<file path="src/rtl/fcap_pkg.sv">
package fcap_pkg;
  localparam int unsigned REG_AW = 4;
  localparam logic [7:0] NO_FAULT_ID = 8'hFF;

  typedef enum logic [REG_AW-1:0] {
    A_CFG    = 4'd0,
    A_SMASK  = 4'd1,
    A_IMASK  = 4'd2,
    A_STAT   = 4'd3,
    A_DATA0  = 4'd4,
    A_DATA1  = 4'd5,
    A_IRQ    = 4'd6,
    A_PEND   = 4'd7,
    A_RCAUSE = 4'd8
  } reg_addr_e;

  typedef struct packed {
    logic rst_en;
    logic out_en;
    logic trig_en;
  } cfg_t;
endpackage

</file>
<file path="src/rtl/fcap_pick.sv">
module fcap_pick #(
  parameter int unsigned NSRC = 4,
  localparam int unsigned IDW = (NSRC > 1) ? $clog2(NSRC) : 1
) (
  input  logic [NSRC-1:0] req,
  output logic            hit,
  output logic [IDW-1:0]  id
);
  // lower[i] is set when some source below i requests
  logic [NSRC-1:0] lower;
  logic [NSRC-1:0] win;

  assign lower[0] = 1'b0;
  genvar g;
  generate
    for (g = 1; g < NSRC; g++) begin : g_chain
      assign lower[g] = lower[g-1] | req[g-1];
    end
  endgenerate

  assign win = req & ~lower;
  assign hit = |req;

  always_comb begin
    id = '0;
    for (int i = 0; i < NSRC; i++) begin
      if (win[i]) id = IDW'(i);
    end
  end

  // chosen source requests and nothing lower does
  always_comb begin
    if (hit) begin
      a_r3_lowest: assert (req[id] && ((req & ((NSRC'(1) << id) - NSRC'(1))) == '0))
        else $error("picker chose a non-lowest source");
    end
  end
endmodule

</file>
<file path="src/rtl/fcap_cfg.sv">
module fcap_cfg #(
  parameter int unsigned NSRC = 4
) (
  input  logic                       clk,
  input  logic                       warm_n,
  input  logic                       reg_wr,
  input  logic [fcap_pkg::REG_AW-1:0] reg_addr,
  input  logic [31:0]                reg_wdata,
  output fcap_pkg::cfg_t             cfg,
  output logic [NSRC-1:0]            smask,
  output logic                       imask,
  output logic                       stat_clr,
  output logic                       irq_clr,
  output logic                       rc_clr
);
  import fcap_pkg::*;

  cfg_t            cfg_q, cfg_d;
  logic [NSRC-1:0] smask_q, smask_d;
  logic            imask_q, imask_d;
  logic            we_cfg, we_smask, we_imask;

  assign we_cfg   = reg_wr && (reg_addr == A_CFG);
  assign we_smask = reg_wr && (reg_addr == A_SMASK);
  assign we_imask = reg_wr && (reg_addr == A_IMASK);
  assign stat_clr = reg_wr && (reg_addr == A_STAT);
  assign irq_clr  = reg_wr && (reg_addr == A_IRQ) && reg_wdata[0];
  assign rc_clr   = reg_wr && (reg_addr == A_RCAUSE) && reg_wdata[0];

  always_comb begin
    cfg_d   = cfg_q;
    smask_d = smask_q;
    imask_d = imask_q;
    if (we_cfg)   cfg_d   = cfg_t'(reg_wdata[2:0]);
    if (we_smask) smask_d = reg_wdata[NSRC-1:0];
    if (we_imask) imask_d = reg_wdata[0];
  end

  always_ff @(posedge clk or negedge warm_n) begin
    if (!warm_n) begin
      cfg_q   <= '0;
      smask_q <= '0;
      imask_q <= 1'b0;
    end else begin
      cfg_q   <= cfg_d;
      smask_q <= smask_d;
      imask_q <= imask_d;
    end
  end

  assign cfg   = cfg_q;
  assign smask = smask_q;
  assign imask = imask_q;

  // a register without a write holds its value
  a_r11_cfg_hold: assert property (@(posedge clk) disable iff (!warm_n)
    !we_cfg |=> $stable(cfg_q))
    else $error("configuration changed without a write");
endmodule

</file>
<file path="src/rtl/fcap_core.sv">
module fcap_core #(
  parameter int unsigned NSRC = 4,
  parameter int unsigned DW   = 32,
  parameter int unsigned PCW  = 4,
  localparam int unsigned IDW = (NSRC > 1) ? $clog2(NSRC) : 1
) (
  input  logic                 clk,
  input  logic                 por_n,
  input  logic                 warm_n,
  input  fcap_pkg::cfg_t       cfg,
  input  logic [NSRC-1:0]      smask,
  input  logic [NSRC-1:0]      pulse,
  input  logic [NSRC*DW-1:0]   addr_bus,
  input  logic [NSRC*DW-1:0]   info_bus,
  input  logic                 stat_clr,
  input  logic                 irq_clr,
  input  logic                 rc_clr,
  output logic                 valid,
  output logic [IDW-1:0]       id,
  output logic [DW-1:0]        data0,
  output logic [DW-1:0]        data1,
  output logic [PCW-1:0]       pend,
  output logic                 irq_flag,
  output logic                 rc_flag,
  output logic                 rst_req
);
  localparam logic [PCW-1:0] PMAX = '1;

  logic [NSRC-1:0] qual;
  logic            hit;
  logic [IDW-1:0]  pick_id;
  logic            open, cap;

  logic           valid_q, valid_d;
  logic [IDW-1:0] id_q, id_d;
  logic [DW-1:0]  d0_q, d0_d, d1_q, d1_d;
  logic [PCW-1:0] pend_q, pend_d;
  logic           rc_q, rc_d;
  logic           irq_q, irq_d;
  logic           req_q, req_d;

  assign qual = pulse & smask & {NSRC{cfg.trig_en}};

  fcap_pick #(.NSRC(NSRC)) u_pick (
    .req (qual),
    .hit (hit),
    .id  (pick_id)
  );

  assign open = !valid_q || stat_clr;
  assign cap  = hit && open;

  // record, retained across warm reset
  always_comb begin
    valid_d = valid_q;
    id_d    = id_q;
    d0_d    = d0_q;
    d1_d    = d1_q;
    pend_d  = pend_q;
    rc_d    = rc_q;
    if (stat_clr) begin
      valid_d = 1'b0;
      id_d    = '0;
      d0_d    = '0;
      d1_d    = '0;
      pend_d  = '0;
    end else if (hit && valid_q && (pend_q != PMAX)) begin
      pend_d = pend_q + PCW'(1);
    end
    if (cap) begin
      valid_d = 1'b1;
      id_d    = pick_id;
      d0_d    = addr_bus[pick_id*DW +: DW];
      d1_d    = info_bus[pick_id*DW +: DW];
    end
    if (rc_clr) rc_d = 1'b0;
    if (cap && cfg.rst_en) rc_d = 1'b1;
  end

  always_ff @(posedge clk or negedge por_n) begin
    if (!por_n) begin
      valid_q <= 1'b0;
      id_q    <= '0;
      d0_q    <= '0;
      d1_q    <= '0;
      pend_q  <= '0;
      rc_q    <= 1'b0;
    end else begin
      valid_q <= valid_d;
      id_q    <= id_d;
      d0_q    <= d0_d;
      d1_q    <= d1_d;
      pend_q  <= pend_d;
      rc_q    <= rc_d;
    end
  end

  // warm-domain notification state
  always_comb begin
    irq_d = irq_q;
    if (irq_clr) irq_d = 1'b0;
    if (cap && !cfg.rst_en) irq_d = 1'b1;
    req_d = cap && cfg.rst_en;
  end

  always_ff @(posedge clk or negedge warm_n) begin
    if (!warm_n) begin
      irq_q <= 1'b0;
      req_q <= 1'b0;
    end else begin
      irq_q <= irq_d;
      req_q <= req_d;
    end
  end

  assign valid    = valid_q;
  assign id       = id_q;
  assign data0    = d0_q;
  assign data1    = d1_q;
  assign pend     = pend_q;
  assign irq_flag = irq_q;
  assign rc_flag  = rc_q;
  assign rst_req  = req_q;

  // a held record is frozen until cleared
  a_r4_hold: assert property (@(posedge clk) disable iff (!por_n)
    (valid_q && !stat_clr) |=> (valid_q && $stable(id_q) && $stable(d0_q) && $stable(d1_q)))
    else $error("held record changed");

  // pending counter stays saturated
  a_r4_sat: assert property (@(posedge clk) disable iff (!por_n)
    (pend_q == PMAX && !stat_clr) |=> (pend_q == PMAX))
    else $error("pending counter wrapped");

  // a new record needs a qualifying pulse with capture enabled
  a_r2_qualified: assert property (@(posedge clk) disable iff (!por_n || !warm_n)
    $rose(valid_q) |-> $past(cfg.trig_en && ((pulse & smask) != '0)))
    else $error("record without qualifying pulse");

  // a reset request always leaves the cause flag set
  a_r8_cause: assert property (@(posedge clk) disable iff (!por_n || !warm_n)
    req_q |-> (rc_q && valid_q))
    else $error("reset request without cause flag");

  // interrupt flag only rises together with a record
  a_r6_irq_rec: assert property (@(posedge clk) disable iff (!por_n || !warm_n)
    $rose(irq_q) |-> valid_q)
    else $error("interrupt without record");
endmodule

</file>
<file path="src/rtl/fcap_unit.sv">
module fcap_unit #(
  parameter int unsigned NSRC = 4,
  parameter int unsigned PCW  = 4,
  localparam int unsigned DW  = 32,
  localparam int unsigned IDW = (NSRC > 1) ? $clog2(NSRC) : 1
) (
  input  logic                 clk,
  input  logic                 por_n,
  input  logic                 rst_n,
  input  logic [NSRC-1:0]      flt_pulse,
  input  logic [NSRC*DW-1:0]   flt_addr,
  input  logic [NSRC*DW-1:0]   flt_info,
  input  logic                 reg_wr,
  input  logic [3:0]           reg_addr,
  input  logic [31:0]          reg_wdata,
  output logic [31:0]          reg_rdata,
  output logic                 irq_out,
  output logic                 fault_out,
  output logic                 rst_req
);
  import fcap_pkg::*;

  logic            warm_n;
  cfg_t            cfg;
  logic [NSRC-1:0] smask;
  logic            imask, stat_clr, irq_clr, rc_clr;
  logic            valid, irq_flag, rc_flag;
  logic [IDW-1:0]  id;
  logic [DW-1:0]   data0, data1;
  logic [PCW-1:0]  pend;

  assign warm_n = por_n & rst_n;

  fcap_cfg #(.NSRC(NSRC)) u_cfg (
    .clk       (clk),
    .warm_n    (warm_n),
    .reg_wr    (reg_wr),
    .reg_addr  (reg_addr),
    .reg_wdata (reg_wdata),
    .cfg       (cfg),
    .smask     (smask),
    .imask     (imask),
    .stat_clr  (stat_clr),
    .irq_clr   (irq_clr),
    .rc_clr    (rc_clr)
  );

  fcap_core #(.NSRC(NSRC), .DW(DW), .PCW(PCW)) u_core (
    .clk      (clk),
    .por_n    (por_n),
    .warm_n   (warm_n),
    .cfg      (cfg),
    .smask    (smask),
    .pulse    (flt_pulse),
    .addr_bus (flt_addr),
    .info_bus (flt_info),
    .stat_clr (stat_clr),
    .irq_clr  (irq_clr),
    .rc_clr   (rc_clr),
    .valid    (valid),
    .id       (id),
    .data0    (data0),
    .data1    (data1),
    .pend     (pend),
    .irq_flag (irq_flag),
    .rc_flag  (rc_flag),
    .rst_req  (rst_req)
  );

  assign irq_out   = irq_flag & imask;
  assign fault_out = valid & cfg.out_en;

  always_comb begin
    reg_rdata = '0;
    case (reg_addr)
      A_CFG:    reg_rdata[2:0] = cfg;
      A_SMASK:  reg_rdata[NSRC-1:0] = smask;
      A_IMASK:  reg_rdata[0] = imask;
      A_STAT:   reg_rdata = valid ? {1'b1, 23'd0, 8'(id)} : {24'd0, NO_FAULT_ID};
      A_DATA0:  reg_rdata = data0;
      A_DATA1:  reg_rdata = data1;
      A_IRQ:    reg_rdata[0] = irq_flag;
      A_PEND:   reg_rdata[PCW-1:0] = pend;
      A_RCAUSE: reg_rdata[0] = rc_flag;
      default:  reg_rdata = '0;
    endcase
  end

  // fault output never high without a record
  a_r7_fout: assert property (@(posedge clk) disable iff (!warm_n)
    fault_out |-> (reg_addr != A_STAT || reg_rdata[31]))
    else $error("fault output without record");
endmodule

</file>
<file path="config.mk">
export PLATFORM = sky130hd
export DESIGN_NAME = fcap_unit
export DESIGN_NICKNAME = d
export VERILOG_FILES = /design/src/rtl/fcap_pkg.sv /design/src/rtl/fcap_pick.sv /design/src/rtl/fcap_cfg.sv /design/src/rtl/fcap_core.sv /design/src/rtl/fcap_unit.sv
export SDC_FILE = /design/constraint.sdc
export NUM_CORES = 1
export LEC_CHECK = 0
export BUFFER_PORTS_ARGS = -buffer_cell sky130_fd_sc_hd__buf_4
export CAP_MARGIN = 20
export CORE_AREA = 5 5 127 129
export DETAILED_ROUTE_END_ITERATION = 7
export DIE_AREA = 0 0 132 134
export PLACE_DENSITY = 0.75
export SYNTH_ARGS = -nofsm -noshare
export SYNTH_HDL_FRONTEND = slang
export SYNTH_SLANG_ARGS = --single-unit
</file>
<file path="constraint.sdc">
create_clock -name clk -period 2.1 [get_ports clk]
set_input_delay 0.42 -clock clk [delete_from_list [all_inputs] [get_ports clk]]
set_output_delay 0.42 -clock clk [all_outputs]
set_load 0.1 [all_outputs]
</file>
==> results.yml, run 1 <==
route:
  vias_per_cell: 5.76
  drt_iter0_markers: 625
  vias: 6643
  wl_per_cell_um: 20.1
  drt.antenna.violating_nets: 0
  drc_errors: 0
  drt-total-wl_mm: 23.2
  detail_route.first_pass.iterations: 6
setup_path:
  crit_required_ns: 1.68
  cp-start-kind: "flop"
  r2r-start: "u_cfg.smask[1]"
  path_max_fanout: 3
  worstSetupEndpointType: "primary output"
  startpoint: "u_core.irq_flag"
  arrival_ns: 1.79
  crit_type: "reg -> out"
floorplanning:
  initial_utilization_pct: 38.7
  ios: 335
  core.rowCount: 45
  die-area_um2: 17700
  core_um2: 14900
  die_x_um: 132
  dieHeight_um: 134
finish:
  area_delta_synth_final_pct: 61.0
  fin_nets: 1262
  drive_above_1_share_pct: 44.0
  mostFrequentLayoutCells: "buf_4 (301), dfrtp_1 (82), nand2_1 (77)"
  antennaDiodeCount: 0
  final_common_cell: "buf_4"
logic_synthesis:
  synth-main-ff-cell: "dfrtp_1"
  synth.area.top_cells: "dfrtp_1 (36%), a32o_1 (11%), o211ai_1 (8.6%), o21ai_0 (6.1%), nor3_1 (5.7%)"
  synth_area_leader_cell: "dfrtp_1"
  synth_area_um2: 5770
  yosysWarnings: 0
  synth_top_area_share_pct: 35.6
  synth.distinct_cells: 46
  synthArstFlopShare_pct: 100
  ys_seq_elements: 82
  yosysSeqAreaShare_pct: 35.6
  avgSynthCellArea_um2: 8.53
  synthCells: 676
  synth_edf_count: 0
  syn_nets: 977
clock_network:
  clk_latency_ns: 0.34
  cts_root_buffer: "clkbuf_16"
  htreeDepth: 3
  cts_tree: "yes"
  clk_path_buf_depth: 2
  cts_sinks: 82
  clk_pin_slew_ns: 0.06
  numCtsBuffers: 9
sta:
  hold_violations: 0
  period_share_pct: 105
  finalCriticalPeriod_ns: 2.21
  finalSetupViolCount: 16
  fin_skew_ns: 0.00714
  rsz0062_at_grt: "true"
  worst_slack_ns: -0.109
  fmaxAchievable_ghz: 0.453
  slew_headroom_pct: 68.2
  tightest_slew_ns: 0.477
  slew_violations: 0
grt:
  grt_util_all_layers_pct: 25.2
  grt-ovfl-total: 0
  grt_pass1_wl_mm: 35.8
  antenna_found_initial: 0
  grt_max_degree: 47
  grt_pass1_vias: 6773
power:
  p_total_mw: 7.53
  vdd_ir_drop_max_uv: 422
  power.static_leakage_nw: 4.06
  power.density_nw_per_um2: 811
run:
  drv_cap: 0
placement:
  port_buffers: 306
  gp_congestion: 0.882
  pre_cts_ws_ns: -0.0689
  dp_hpwl_mm: 17.5
run_status:
  status: "complete, but fails checks"
  violations: "negative setup slack"
worst_hold_path:
  hold_class: "in -> async"
cells by family after synthesis:
group | count (synthesis) | share of synthesized area (%)
buf+inv | 79 | 6.36
mux | 12 | 2.52
flops | 82 | 35.6
simple gates | 248 | 22.1
fa+ha+maj | 1 | 0.217
compound gates | 254 | 33.2
final timing paths:
path	end	slack (ns)	cells past startpoint
setup / recovery	reg_rdata[0]	-0.11	5
hold / removal	u_core.rst_req	0.10	2
setup reg to reg	u_core.pend[3]	0.21	6
hold reg to reg	u_core.data1[7]	0.49	1
max in group asynchronous	u_core.data1[13]	0.98	3
min in group clk	u_cfg.smask[3]	0.33	2
registers in the layout (all words and copies together), names as in the netlist:
register and count:
u_core.rst_req 1, u_core.irq_flag 1, u_core.data1 32, u_core.valid 1, u_core.pend 4, u_cfg.cfg 3, u_cfg.smask 4, u_cfg.imask 1
u_core.rc_flag 1, u_core.id 2, u_core.data0 32
layer usage:
metal  track usage, %  vias up  wire length, um
li1                 -     3147                -
met1             31.0     3179             9270
met2             42.9      270            11600
met3             5.59       47             1620
met4             10.2        0              744
met5                0        -                0
worst max-delay path, cell delays in order (launching register included):
cell     delay (ns)
dfrtp_1        0.39
mux4_2         0.47
nor2b_4        0.14
a31oi_2        0.16
o22ai_2        0.11
buf_12         0.18
through the flow:
step	utilization (%)	hold slack, ns	std cells	instance area [um^2]	TNS [ns]
after floorplan	-	0.124	676	6070	-1.74
after global placement	58.8	0.246	1137	8770	-0.439
after detailed placement	58.8	0.247	1137	8770	-1.30
after CTS	62.0	0.113	1154	9260	-0.122
after global routing	62.2	0.146	1154	9290	-1.47
final	62.2	0.102	1154	9290	-0.422
repair_timing:
action                     in CTS  in global routing
gates resized for setup        48                  7
pin swaps                       2                  0
buffers inserted                0                  0
setup endpoints to repair      27                 31
hold endpoints to repair        5                  0
hold buffers                    1                  0
Yosys cell counts (2+ instances only):
cell type and n:
a21o_1 2, a21oi_1 6, a22o_1 24, a22oi_1 5, a31oi_1 2, a32o_1 65
a32oi_1 4, and2_1 9, buf_1 2, buf_2 8, buf_4 6, buf_6 5
clkbuf_1 55, dfrtp_1 82, inv_1 3, mux2_2 10, nand2_1 85, nand2b_1 2
nand3_1 2, nand3b_1 5, nand4_1 2, nor2_1 2, nor2b_1 2, nor3_1 66
nor3b_2 2, o211ai_1 66, o21ai_0 70, o22ai_1 2, o31ai_1 3, or2_0 31
or2_1 29, or2_2 4, or3_1 2
cell type report:
| type | count | area, um^2 |
|---|---|---|
| Fill cell | 1266 | 5630 |
| Multi-Input combinational cell | 515 | 3670 |
| Timing Repair Buffer | 350 | 3030 |
| Sequential cell | 82 | 2050 |
| Clock buffer | 14 | 274 |
| Tap cell | 188 | 235 |
| Inverter | 3 | 11.3 |
| Clock inverter | 2 | 10.0 |
report_power, final:
part	switching [mW]	internal, mW
registers	0.526	2.23
logic	1.71	1.54
clock network	0.624	0.896
(Power assumes the default switching activity.)
==> run 2: changes to the inputs <==
- CELL_PAD_IN_SITES_DETAIL_PLACEMENT: unset -> 0
- CELL_PAD_IN_SITES_GLOBAL_PLACEMENT: unset -> 1
- CORE_AREA: 5 5 127 129 -> unset
- CORE_ASPECT_RATIO: unset -> 0.9
- CORE_MARGIN: unset -> 5
- CORE_UTILIZATION: unset -> 31
- DIE_AREA: 0 0 132 134 -> unset
- PLACE_DENSITY: 0.75 -> 0.83
- SKIP_CTS_REPAIR_TIMING: unset -> 1
- clock period: 2.1 -> 2.3 ns (I/O delays scaled with it)
==> results.yml, run 2 (synthesis gave the netlist of run 1 again) <==
finish:
  area_delta_synth_final_pct: 59.6
  mostFrequentLayoutCells: "buf_4 (314), dfrtp_1 (81), nand2_1 (77)"
  final_cells: 1211
  drive_above_1_share_pct: 44.0
  antennaDiodeCount: 0
  final_common_cell: "buf_4"
  fin_util_pct: 50.2
  fin_nets: 1262
placement:
  gp_congestion: 0.829
  port_buffers: 306
  dp_hpwl_mm: 17.9
  placed_cells: 1190
setup_path:
  cp-start-kind: "input pin"
  crit_type: "in -> out"
  path_max_fanout: 9
  endpoint: "reg_rdata[1]"
  r2r-start: "u_cfg.cfg[0]"
  timing.rr.end: "u_core.data0[2]"
  crit_required_ns: 1.84
  worstSetupEndpointType: "primary output"
  arrival_ns: 1.80
  cpPeakStageDelay_ns: 0.27
  crit_slowest_cell: "buf_6"
  startpoint: "reg_addr[3]"
  cp_cell_sequence: "buf_4 -> nand2b_2 -> nor3b_4 -> buf_4 -> buf_12 -> a22oi_1 -> o211ai_1 -> buf_6"
  ff2ff_setup_slack_ns: 0.41
  path_common_cell: "buf_4"
  rr_worst_depth: 7
floorplanning:
  core.rowCount: 47
  dieHeight_um: 139
  initial_utilization_pct: 31.4
  die_x_um: 154
  ios: 335
  core_um2: 18300
  die-area_um2: 21400
grt:
  gr-usage-met3_pct: 5.28
  antenna_found_initial: 0
  grt-ovfl-total: 0
  grt_pass1_wl_mm: 37.0
  grt_max_degree: 60
  busiest_layer: "met2"
  grtUsageMet2_pct: 36.1
  grt_util_met1_pct: 28.7
  grt_util_all_layers_pct: 21.6
  grt_pass1_vias: 6582
route:
  drc_errors: 0
  vias: 6584
  drt-total-wl_mm: 24.1
  drt_iter0_markers: 413
  wl_per_cell_um: 19.9
  drt.antenna.violating_nets: 0
  vias_per_cell: 5.44
  detail_route.first_pass.iterations: 6
sta:
  slew_headroom_pct: 58.6
  fin_tns_setup_ns: 0
  finalCriticalPeriod_ns: 2.26
  hold_violations: 0
  whs_ns: 0.152
  fmaxAchievable_ghz: 0.442
  finalSetupViolCount: 0
  period_share_pct: 98.3
  fin_skew_ns: 0.00593
  slew_violations: 0
  tightest_slew_ns: 0.620
clock_network:
  clk_latency_ns: 0.34
  clk_path_buf_depth: 2
  cts_root_buffer: "clkbuf_16"
  clk_pin_slew_ns: 0.06
  htreeDepth: 3
  numCtsBuffers: 9
  cts_sinks: 82
  cts_tree: "yes"
power:
  power.density_nw_per_um2: 749
  power.static_leakage_nw: 3.98
  vdd_ir_drop_max_uv: 372
  p_total_mw: 6.89
run_status:
  status: "complete, no violations"
run:
  drv_cap: 0
worst_hold_path:
  hold_class: "in -> async"
==> run 2: cell count changes in the layout (fill, tap and decap cells not counted), moves of 2 or more <==
cell,previous run,this run
a22o_2,0,9
a22o_4,23,14
buf_12,21,14
buf_4,301,314
buf_6,17,19
buf_8,10,0
==> run 2: final cells by class <==
| cell class | instances | area [um^2] |
|---|---|---|
| Inverter | 3 | 11.3 |
| Tap cell | 245 | 307 |
| Clock buffer | 14 | 264 |
| Sequential cell | 82 | 2050 |
| Timing Repair Buffer | 350 | 2910 |
| Clock inverter | 2 | 35.0 |
| Multi-Input combinational cell | 515 | 3620 |
| Fill cell | 1818 | 9140 |
==> run 2: worst max-delay path: cells and delay by family <==
kind                   cells  cell delay, ns
AOI/OAI and AO/OA          2            0.24
and+or+nand+nor            2            0.41
buffers and inverters      4            0.67
==> run 2: layer usage <==
| metal | vias to the layer above | part of all wire, % |
|---|---|---|
| met4 | 0 | 1.1 |
| met5 | - | 0 |
| met3 | 16 | 7.8 |
| met2 | 238 | 49 |
| met1 | 3180 | 42 |
| li1 | 3150 | - |
==> run 2: metrics by stage <==
step / instance area [um^2] / setup WS [ns]
final: 9200 / 0.0395
after global routing: 9200 / -0.0151
after CTS: 9030 / -0.114
after detailed placement: 8730 / -0.111
after global placement: 8700 / -0.231
after floorplan: 6000 / -0.589
==> run 2: report_power, final <==
part	switching [mW]	internal [mW]	leakage, nW
clock	0.571	0.900	0.147
combinational	1.58	1.38	2.77
sequential	0.422	2.03	1.06
==> run 2: worst min-delay path by stage <==
stage                      from               end
after CTS                 por_n  u_core.data1[27]
after floorplan           por_n   u_core.data0[0]
after detailed placement  por_n  u_core.data1[27]
final                     rst_n    u_core.rst_req
after global routing      rst_n    u_core.rst_req
after global placement    por_n  u_core.data1[27]
